==> src/rtl/simd_sas_pkg.sv <==
package simd_sas_pkg;

  typedef enum logic [1:0] {
    OP_ADD  = 2'b00,
    OP_SUB  = 2'b01,
    OP_SHR  = 2'b10,
    OP_PASS = 2'b11
  } sas_op_e;

  typedef enum logic [1:0] {
    LANE_S  = 2'b00,
    LANE_M  = 2'b01,
    LANE_L  = 2'b10,
    LANE_L2 = 2'b11
  } lane_sel_e;

  // Index of the top bit of the lane that holds bit position pos.
  function automatic int lane_top(int pos, int width);
    return (pos / width) * width + width - 1;
  endfunction

  // True when pos is the lowest bit of its lane.
  function automatic bit lane_bottom(int pos, int width);
    return (pos % width) == 0;
  endfunction

endpackage

==> src/rtl/sas_lane_map.sv <==
module sas_lane_map
  import simd_sas_pkg::*;
#(
  parameter int W    = 48,
  parameter int LW_S = 8,
  parameter int LW_M = 12,
  parameter int LW_L = 16
) (
  input  lane_sel_e      sel,
  input  logic           prot,
  output logic [W-1:0]   lsb_mark,
  output logic [W-1:0]   msb_mark
);
  for (genvar i = 0; i < W; i++) begin : g_bit
    localparam bit BS = lane_bottom(i, LW_S);
    localparam bit BM = lane_bottom(i, LW_M);
    localparam bit BL = lane_bottom(i, LW_L);
    localparam bit TS = (lane_top(i, LW_S) == i);
    localparam bit TM = (lane_top(i, LW_M) == i);
    localparam bit TL = (lane_top(i, LW_L) == i);
    localparam bit BF = (i == 0);
    localparam bit TF = (i == W - 1);

    always_comb begin
      if (!prot) begin
        lsb_mark[i] = BF;
        msb_mark[i] = TF;
      end else begin
        case (sel)
          LANE_S:  begin lsb_mark[i] = BS; msb_mark[i] = TS; end
          LANE_M:  begin lsb_mark[i] = BM; msb_mark[i] = TM; end
          default: begin lsb_mark[i] = BL; msb_mark[i] = TL; end
        endcase
      end
    end
  end
endmodule

==> src/rtl/sas_addsub.sv <==
module sas_addsub #(
  parameter int W = 48
) (
  input  logic [W-1:0] a,
  input  logic [W-1:0] b,
  input  logic         sub,
  input  logic [W-1:0] lsb_mark,
  input  logic [W-1:0] msb_mark,
  output logic [W-1:0] sum,
  output logic [W-1:0] lane_cout
);
  logic [W:0]   c;
  logic [W-1:0] b_eff;
  logic [W-1:0] cin;

  assign b_eff = sub ? ~b : b;
  assign c[0]  = sub;

  for (genvar i = 0; i < W; i++) begin : g_bit
    // Chain restarts at each lane bottom with the subtract carry-in.
    assign cin[i]       = lsb_mark[i] ? sub : c[i];
    assign sum[i]       = a[i] ^ b_eff[i] ^ cin[i];
    assign c[i+1]       = (a[i] & b_eff[i]) | (cin[i] & (a[i] ^ b_eff[i]));
    // Carry leaving a lane top: cut here, exposed for checking.
    assign lane_cout[i] = msb_mark[i] & c[i+1];
  end
endmodule

==> src/rtl/sas_shift.sv <==
module sas_shift
  import simd_sas_pkg::*;
#(
  parameter int W    = 48,
  parameter int LW_S = 8,
  parameter int LW_M = 12,
  parameter int LW_L = 16,
  parameter int SH_W = 3
) (
  input  logic [W-1:0]    a,
  input  logic [SH_W-1:0] sh,
  input  lane_sel_e       sel,
  input  logic            prot,
  output logic [W-1:0]    out
);
  localparam int IDX_W = $clog2(W + (1 << SH_W));

  for (genvar i = 0; i < W; i++) begin : g_bit
    localparam int HS = lane_top(i, LW_S);
    localparam int HM = lane_top(i, LW_M);
    localparam int HL = lane_top(i, LW_L);

    logic [IDX_W-1:0] hi;
    logic [IDX_W-1:0] src;
    logic             bit_o;

    always_comb begin
      if (!prot) hi = IDX_W'(W - 1);
      else begin
        case (sel)
          LANE_S:  hi = IDX_W'(HS);
          LANE_M:  hi = IDX_W'(HM);
          default: hi = IDX_W'(HL);
        endcase
      end
      src = IDX_W'(i) + IDX_W'(sh);
      // Source past the lane top: replicate lane sign bit.
      if (src > hi) bit_o = a[hi];
      else          bit_o = a[src];
    end

    assign out[i] = bit_o;
  end
endmodule

==> src/rtl/simd_sas_unit.sv <==
module simd_sas_unit
  import simd_sas_pkg::*;
#(
  parameter int W       = 48,
  parameter int LW_S    = 8,
  parameter int LW_M    = 12,
  parameter int LW_L    = 16,
  parameter int SH_W    = 3,
  parameter bit OUT_REG = 1'b1
) (
  input  logic            clk,
  input  logic            rst_n,
  input  logic [W-1:0]    op_a,
  input  logic [W-1:0]    op_b,
  input  logic [1:0]      opcode,
  input  logic [1:0]      lane_sel,
  input  logic [SH_W-1:0] shamt,
  input  logic            prot_en,
  output logic [W-1:0]    result
);
  sas_op_e     op;
  lane_sel_e   sel;
  logic [W-1:0] lsb_mark, msb_mark;
  logic [W-1:0] arith_res, shift_res, lane_cout;
  logic [W-1:0] res_next;

  assign op  = sas_op_e'(opcode);
  assign sel = lane_sel_e'(lane_sel);

  sas_lane_map #(.W(W), .LW_S(LW_S), .LW_M(LW_M), .LW_L(LW_L)) u_map (
    .sel(sel), .prot(prot_en), .lsb_mark(lsb_mark), .msb_mark(msb_mark)
  );

  sas_addsub #(.W(W)) u_addsub (
    .a(op_a), .b(op_b), .sub(op == OP_SUB),
    .lsb_mark(lsb_mark), .msb_mark(msb_mark),
    .sum(arith_res), .lane_cout(lane_cout)
  );

  sas_shift #(.W(W), .LW_S(LW_S), .LW_M(LW_M), .LW_L(LW_L), .SH_W(SH_W)) u_shift (
    .a(op_a), .sh(shamt), .sel(sel), .prot(prot_en), .out(shift_res)
  );

  always_comb begin
    case (op)
      OP_ADD, OP_SUB: res_next = arith_res;
      OP_SHR:         res_next = shift_res;
      default:        res_next = op_a;
    endcase
  end

  if (OUT_REG) begin : g_reg
    always_ff @(posedge clk or negedge rst_n) begin
      if (!rst_n) result <= '0;
      else        result <= res_next;
    end
  end else begin : g_comb
    assign result = res_next;
  end

  p_lane_sum_r2: assert property (@(posedge clk) disable iff (!rst_n)
    (prot_en && op == OP_ADD && sel == LANE_L) |->
      (res_next[31:16] == 16'(op_a[31:16] + op_b[31:16])));

  p_carry_cut_r2: assert property (@(posedge clk) disable iff (!rst_n)
    (prot_en && op == OP_ADD && sel == LANE_S && lane_cout[7]) |->
      (res_next[8] == (op_a[8] ^ op_b[8])));

  p_lane_diff_r3: assert property (@(posedge clk) disable iff (!rst_n)
    (prot_en && op == OP_SUB && sel == LANE_S) |->
      (res_next[47:40] == 8'(op_a[47:40] - op_b[47:40])));

  p_sign_keep_r4: assert property (@(posedge clk) disable iff (!rst_n)
    (prot_en && op == OP_SHR && sel == LANE_M) |->
      (res_next[11] == op_a[11] && res_next[47] == op_a[47]));

  p_flat_sum_r5: assert property (@(posedge clk) disable iff (!rst_n)
    (!prot_en && op == OP_ADD) |-> (res_next == W'(op_a + op_b)));

  p_flat_shift_r6: assert property (@(posedge clk) disable iff (!rst_n)
    (!prot_en && op == OP_SHR && shamt == 1) |->
      (res_next[W-2:0] == op_a[W-1:1]));

  p_pass_r7: assert property (@(posedge clk) disable iff (!rst_n)
    (op == OP_PASS) |-> (res_next == op_a));

endmodule

==> config.mk <==
export PLATFORM = sky130hd
export DESIGN_NAME = simd_sas_unit
export DESIGN_NICKNAME = d
export VERILOG_FILES = /design/src/rtl/simd_sas_pkg.sv /design/src/rtl/sas_lane_map.sv /design/src/rtl/sas_addsub.sv /design/src/rtl/sas_shift.sv /design/src/rtl/simd_sas_unit.sv
export SDC_FILE = /design/constraint.sdc
export NUM_CORES = 1
export LEC_CHECK = 0
export ABC_AREA = 0
export BUFFER_PORTS_ARGS = -buffer_cell sky130_fd_sc_hd__buf_4
export CORE_ASPECT_RATIO = 1.25
export CORE_MARGIN = 5
export CORE_UTILIZATION = 40
export DETAILED_ROUTE_END_ITERATION = 7
export HOLD_SLACK_MARGIN = 0.06
export MAX_ROUTING_LAYER = met4
export PLACE_DENSITY = 0.62
export SLEW_MARGIN = 10
export SYNTH_ARGS = -nofsm -noshare
export SYNTH_HDL_FRONTEND = slang
export SYNTH_SLANG_ARGS = --single-unit
==> constraint.sdc <==
create_clock -name clk -period 0.8 [get_ports clk]
set_clock_uncertainty 0.1 [all_clocks]
set_input_delay 0.16 -clock clk [delete_from_list [all_inputs] [get_ports clk]]
set_output_delay 0.16 -clock clk [all_outputs]
set_load 0.05 [all_outputs]
* Word level (Yosys, flattened, before mapping)
Cells that the tools add are included.
** Operators by class
- Add/subtract/negate cells :: 47
- Multiply operators :: 0
- Divide/modulo/power cells :: 0
- Magnitude comparators :: 103
- Eq/ne operators :: 3
- Shift-type cells :: 0
- Multiplexer cells :: 189
- Bitwise logic cells :: 238
- Reductions and logical operators :: 4
** Operators with widths (count)
- < comparator 6 x 7 -> 1 bit, second input constant :: 54
- binary-select mux 1 bit (select 6 bit) :: 54
- greater-than comparator 6 bit :: 39
- two-way mux 1 bit :: 118
- adder 5 x 3 -> 6 bit, first input constant :: 16
- adder 6 x 3 -> 6 bit, first input constant :: 16
- case mux 48 bit (2 select lines) :: 1
- bitwise XOR 1 bit :: 96
- AND 1 bit :: 94
- greater-than comparator 6 bit, second input constant :: 8
- two-way mux 48 bit :: 1
- two-way mux 6 bit :: 8
- NOT 48 bit :: 1
- OR 1 bit :: 47
- adder 4 x 3 -> 5 bit, first input constant :: 8
- adder 3 x 3 -> 4 bit, first input constant :: 4
- case mux 4 bit (2 select lines) :: 2
- adder 2 x 3 -> 4 bit, first input constant :: 2
- two-way mux 4 bit :: 2
- < comparator 3 x 7 -> 1 bit, second input constant :: 1
- greater-than comparator 3 x 6 -> 1 bit :: 1
- two-way mux 5 bit :: 1
- adder 1 x 3 -> 4 bit, first input constant :: 1
- equality test 2 x 1 -> 1 bit, second input constant :: 2
- 5 further kinds :: 7
** Word-level totals
- Flip-flop bits (word level) :: 48
- Bits in latches :: 0
- Memory bits (writable) :: 0
- ROM bits :: 0
- Bits of input ports :: 106
- Output and inout bits :: 48
- Logic and storage cells :: 585
- Memories kept :: 0

* Depth between registers and ports, before layout
- Word-level depth :: 106
- Mapped depth :: 69
- Mapped depth without buffers :: 68

* By module
From an unflattened synthesis, not the netlist that was laid out.
** Second synthesis, totals
- Cells, all modules :: 1236
- Area, all modules :: 10849.2 um^2
** By module, submodules not included
- sas_shift :: instances 1, cells an instance 631, area an instance 5251.3 um^2, sequential area each 0.0 um^2
- sas_addsub :: instances 1, cells an instance 296, area an instance 2640.0 um^2, sequential area each 0.0 um^2
- simd_sas_unit :: instances 1, cells an instance 210, area an instance 2220.9 um^2, sequential area each 1201.2 um^2
- sas_lane_map :: instances 1, cells an instance 99, area an instance 737.0 um^2, sequential area each 0.0 um^2

* Least setup slack after synthesis
OpenSTA, ideal clock, no wires.
- Path kind :: input to register
- From :: input port opcode[0]
- To :: register result[47]
- Library setup time :: 67 ps
- Data arrival time :: 19826 ps
- Data required time :: 633 ps
- Setup slack :: -19193 ps
- Stages on the path :: 69
- Path buffers :: 2
- Cells stage by stage :: clkbuf_1 nand2_1 buf_1 o21ai_0 fa_1 fa_1 fa_1 fa_1 fa_1 fa_1 fa_1 o21ai_0 nand2_1 fa_1 fa_1 fa_1 fa_1 nand2_1 (+33 left out) fa_1 fa_1 fa_1 fa_1 o21ai_0 nand2_1 fa_1 fa_1 fa_1 fa_1 fa_1 fa_1 inv_1 fa_1 xor2_1 a21oi_1 a311oi_1 a41o_1
** Between the ends
- Longest elaborated chain between the ends :: 106
- Elaborated cells on any way between the ends :: 203
- Those cells by class :: 2 x eq/ne; 9 x mux; 190 x bitwise; 2 x reduce/logical
** RTL lines
- start, declared :: line simd_sas_unit.sv:15 : input logic [1:0] opcode,
- equality test 2 x 1 -> 1 bit :: line simd_sas_unit.sv:35, simd_sas_unit.sv:45
- two-way mux 48 bit :: line sas_addsub.sv:16 : assign b_eff = sub ? ~b : b;
- bitwise XOR 1 bit :: line sas_addsub.sv:23 : assign c[i+1] = (a[i] & b_eff[i]) | (cin[i] & (a[i] ^ b_eff[i]));
- AND 1 bit :: line sas_addsub.sv:23
- OR 1 bit :: line sas_addsub.sv:23
- AND 1 bit :: line sas_addsub.sv:23
- OR 1 bit :: line sas_addsub.sv:23
- AND 1 bit :: line sas_addsub.sv:23
- (+91 left out)
- OR 1 bit :: line sas_addsub.sv:23
- AND 1 bit :: line sas_addsub.sv:23
- OR 1 bit :: line sas_addsub.sv:23
- AND 1 bit :: line sas_addsub.sv:23
- OR 1 bit :: line sas_addsub.sv:23
- bitwise XOR 1 bit :: line sas_addsub.sv:22 : assign sum[i] = a[i] ^ b_eff[i] ^ cin[i];
- case mux 48 bit (2 select lines) * :: line simd_sas_unit.sv:45 : case (op)
- via res_next[47] :: line simd_sas_unit.sv:25 : logic [W-1:0] res_next;
- end signal, assigned :: line simd_sas_unit.sv:55 : else result <= res_next;
- end, declared :: line simd_sas_unit.sv:19 : output logic [W-1:0] result
Mark *: on every way through the listed nets, which the timed path passes. The rest lies on a longest branch.

* Worst setup path after layout
- From :: input port opcode[1]
- To :: register result[47]
The elaborated chain is that of the path after synthesis.

==> flow_summary.json <==
{
  "status": "finished, violations left",
  "violations": "DRC, setup timing",
  "synth_top_cells_by_area": "dfrtp_1 (14%), mux4_2 (14%), fa_1 (11%)",
  "ant_nets": 0,
  "die_area_sq_um": 23700,
  "clockRootBuffer": "clkbuf_16",
  "ir_worst_vdd_mv": 1.11,
  "drv_cap": 0,
  "ys.flop_type": "dfrtp_1",
  "vias": 9159,
  "min_period_ns": 17.97,
  "synthCells": 900,
  "cts_tree": "built",
  "slew_headroom": 0.479,
  "grt_remaining_overflow": 0,
  "crit_type": "primary input to register",
  "largest_register_ffs": 48,
  "timing.setup.tns_ns": -438.87,
  "routed_via_density": 6.00,
  "die_x_um": 139,
  "cp_max_fo": 3,
  "setup_viol": 96,
  "ys_types": 65,
  "place_congestion": 1.03,
  "p_per_area_nw_per_um2": 1440,
  "path_clk_slew_ns": 0.08,
  "areaGrowthSynthToFinish_pct": 51.2,
  "drive_above_1_share": 0.519,
  "synth.yosys.seq_area_share": 0.145,
  "drt_iter0_drc": 1016,
  "fmax_ghz": 0.0556,
  "dp_hpwl_mm": 29.2,
  "critPathRequiredTime_ns": 0.94,
  "crit_path_end_kind": "register",
  "pin_count": 154,
  "rsz0062_at_grt": "yes",
  "cp-start-kind": "primary input",
  "hold_path.class": "primary input to register",
  "grt_first_pass_wirelength_mm": 55.3,
  "timing.hold.ws_ns": 0.136,
  "drc": 11,
  "synth_area_sq_um": 8290,
  "firstDrtPassIters": 8,
  "syn_area_per_cell_sq_um": 9.21,
  "place.port_buffers": 153,
  "synth_top_cell_area_share": 0.145,
  "grt_usage": 0.315,
  "cts-buffers-inserted": 5,
  "die_y_um": 171,
  "hold_viol_final": 0,
  "htree_levels": 2,
  "reg.largest.list": "result x48",
  "worst_path_most_repeated_cell": "fa_2",
  "finalWorstSetupSlack_ns": -17.17,
  "initial_core_util": 0.402,
  "ys_async_sr_fraction": 1.00,
  "power.leakage_nw": 5.45,
  "crit_slowest_cell": "fa_2",
  "synth_top_area_cell": "dfrtp_1",
  "synth_seq_cells": 48,
  "clock_sinks": 48,
  "cp.arrival_ns": 18.11,
  "rows": 59,
  "ys_warn_count": 0,
  "grt_max_degree": 49,
  "n_antenna_cell": 0,
  "largest-register": "result",
  "synth_edf_count": 0,
  "drt_wl_total_mm": 36.9,
  "max_stage_delay_ns": 0.41,
  "ys_top_cells_by_count": "nand2_1 (137), ha_1 (70), o21ai_0 (59)",
  "tightestPinTransition_ns": 0.777,
  "synth_nets": 1122,
  "coreArea_sq_um": 20600,
  "fin_nets": 1473,
  "wl_per_cell_um": 24.2,
  "fin_crit_sh": 22.5,
  "grt_pass1_vias": 9201,
  "synth_most_common_cell": "nand2_1",
  "antenna_found_initial": 0,
  "timing.final.max_slew_violations": 0,
  "cts_max_path_buffers": 2
}
## logic make-up after synthesis
kind of cell | synth area share
AND/OR/NAND/NOR | 0.136
buffers and inverters | 0.0527
XOR/XNOR | 0.0507
AO/OA/AOI/OAI | 0.187
flip-flops | 0.145
multiplexers | 0.211
adder cells (fa/ha/maj) | 0.217
## critical path, delay by kind of cell
family	cells	cell delay, ns
simple gates	8	0.55
xor+xnor	2	0.32
fa+ha+maj	46	16.05
compound gates	10	0.80
buf+inv	3	0.23
## path summary, 6_finish.rpt
path / start / depth (start not counted) / slack (ns) / endpoint
worst max-delay path: opcode[1] / 69 / -17.17 / result[47]
worst min-delay path: op_a[28] / 4 / 0.14 / result[28]
max in group asynchronous: rst_n / 3 / 0.07 / result[26]
min in group asynchronous: rst_n / 3 / 0.26 / result[36]
## metrics by stage
stage	power (mW)	area, sq um	std cells	setup slack, ns	util
CTS	17.8	12400	1524	-17.19	0.603
global route	18.9	12500	1526	-17.66	0.608
floorplan	9.43	8630	900	-16.94	-
global placement	13.8	11600	1505	-17.35	0.563
detailed placement	13.9	11600	1505	-17.54	0.563
finish	18.0	12500	1526	-17.17	0.608
## metal layers
layer  GRT usage  vias up  share of wire
met5           -        -              0
met4       0.143        0          0.054
met3      0.0489       97          0.095
met2       0.501      553           0.47
met1       0.399     4425           0.38
li1            -     4084              -
## final cells by class
class | instances | area, sq um
Clock buffer | 6 | 129
Timing Repair Buffer | 400 | 3380
Multi-Input combinational cell | 761 | 7200
Tap cell | 274 | 343
Sequential cell | 48 | 1260
Inverter | 35 | 159
Fill cell | 1779 | 8070
Clock inverter | 2 | 60.1
## placed cells by master, fill, tap and decap left out, types with 29 or more instances in the layout
cell | netlist | routed
a21oi_1 | 54 | 50
buf_4 | 3 | 325
buf_6 | 7 | 61
dfrtp_2 | 0 | 47
fa_2 | 0 | 45
ha_1 | 70 | 62
mux2i_1 | 36 | 36
mux4_2 | 52 | 52
nand2_1 | 137 | 129
nand3_1 | 31 | 29
nor2_1 | 38 | 36
xnor2_1 | 46 | 45
## power breakdown
group | internal, mW | switching, mW | leakage (nW)
clock | 1.80 | 1.11 | 0.0911
combinational | 5.27 | 6.62 | 4.84
sequential | 2.99 | 0.233 | 0.520
total | 10.1 | 7.96 | 5.45
## timing repair
action	CTS	global route
gates resized for setup	153	18
pin swaps	42	6
hold buffers	1	0
setup buffers	14	2
endpoints found under the hold margin	48	0
setup endpoints to repair	96	108
(Power assumes the default switching activity.)
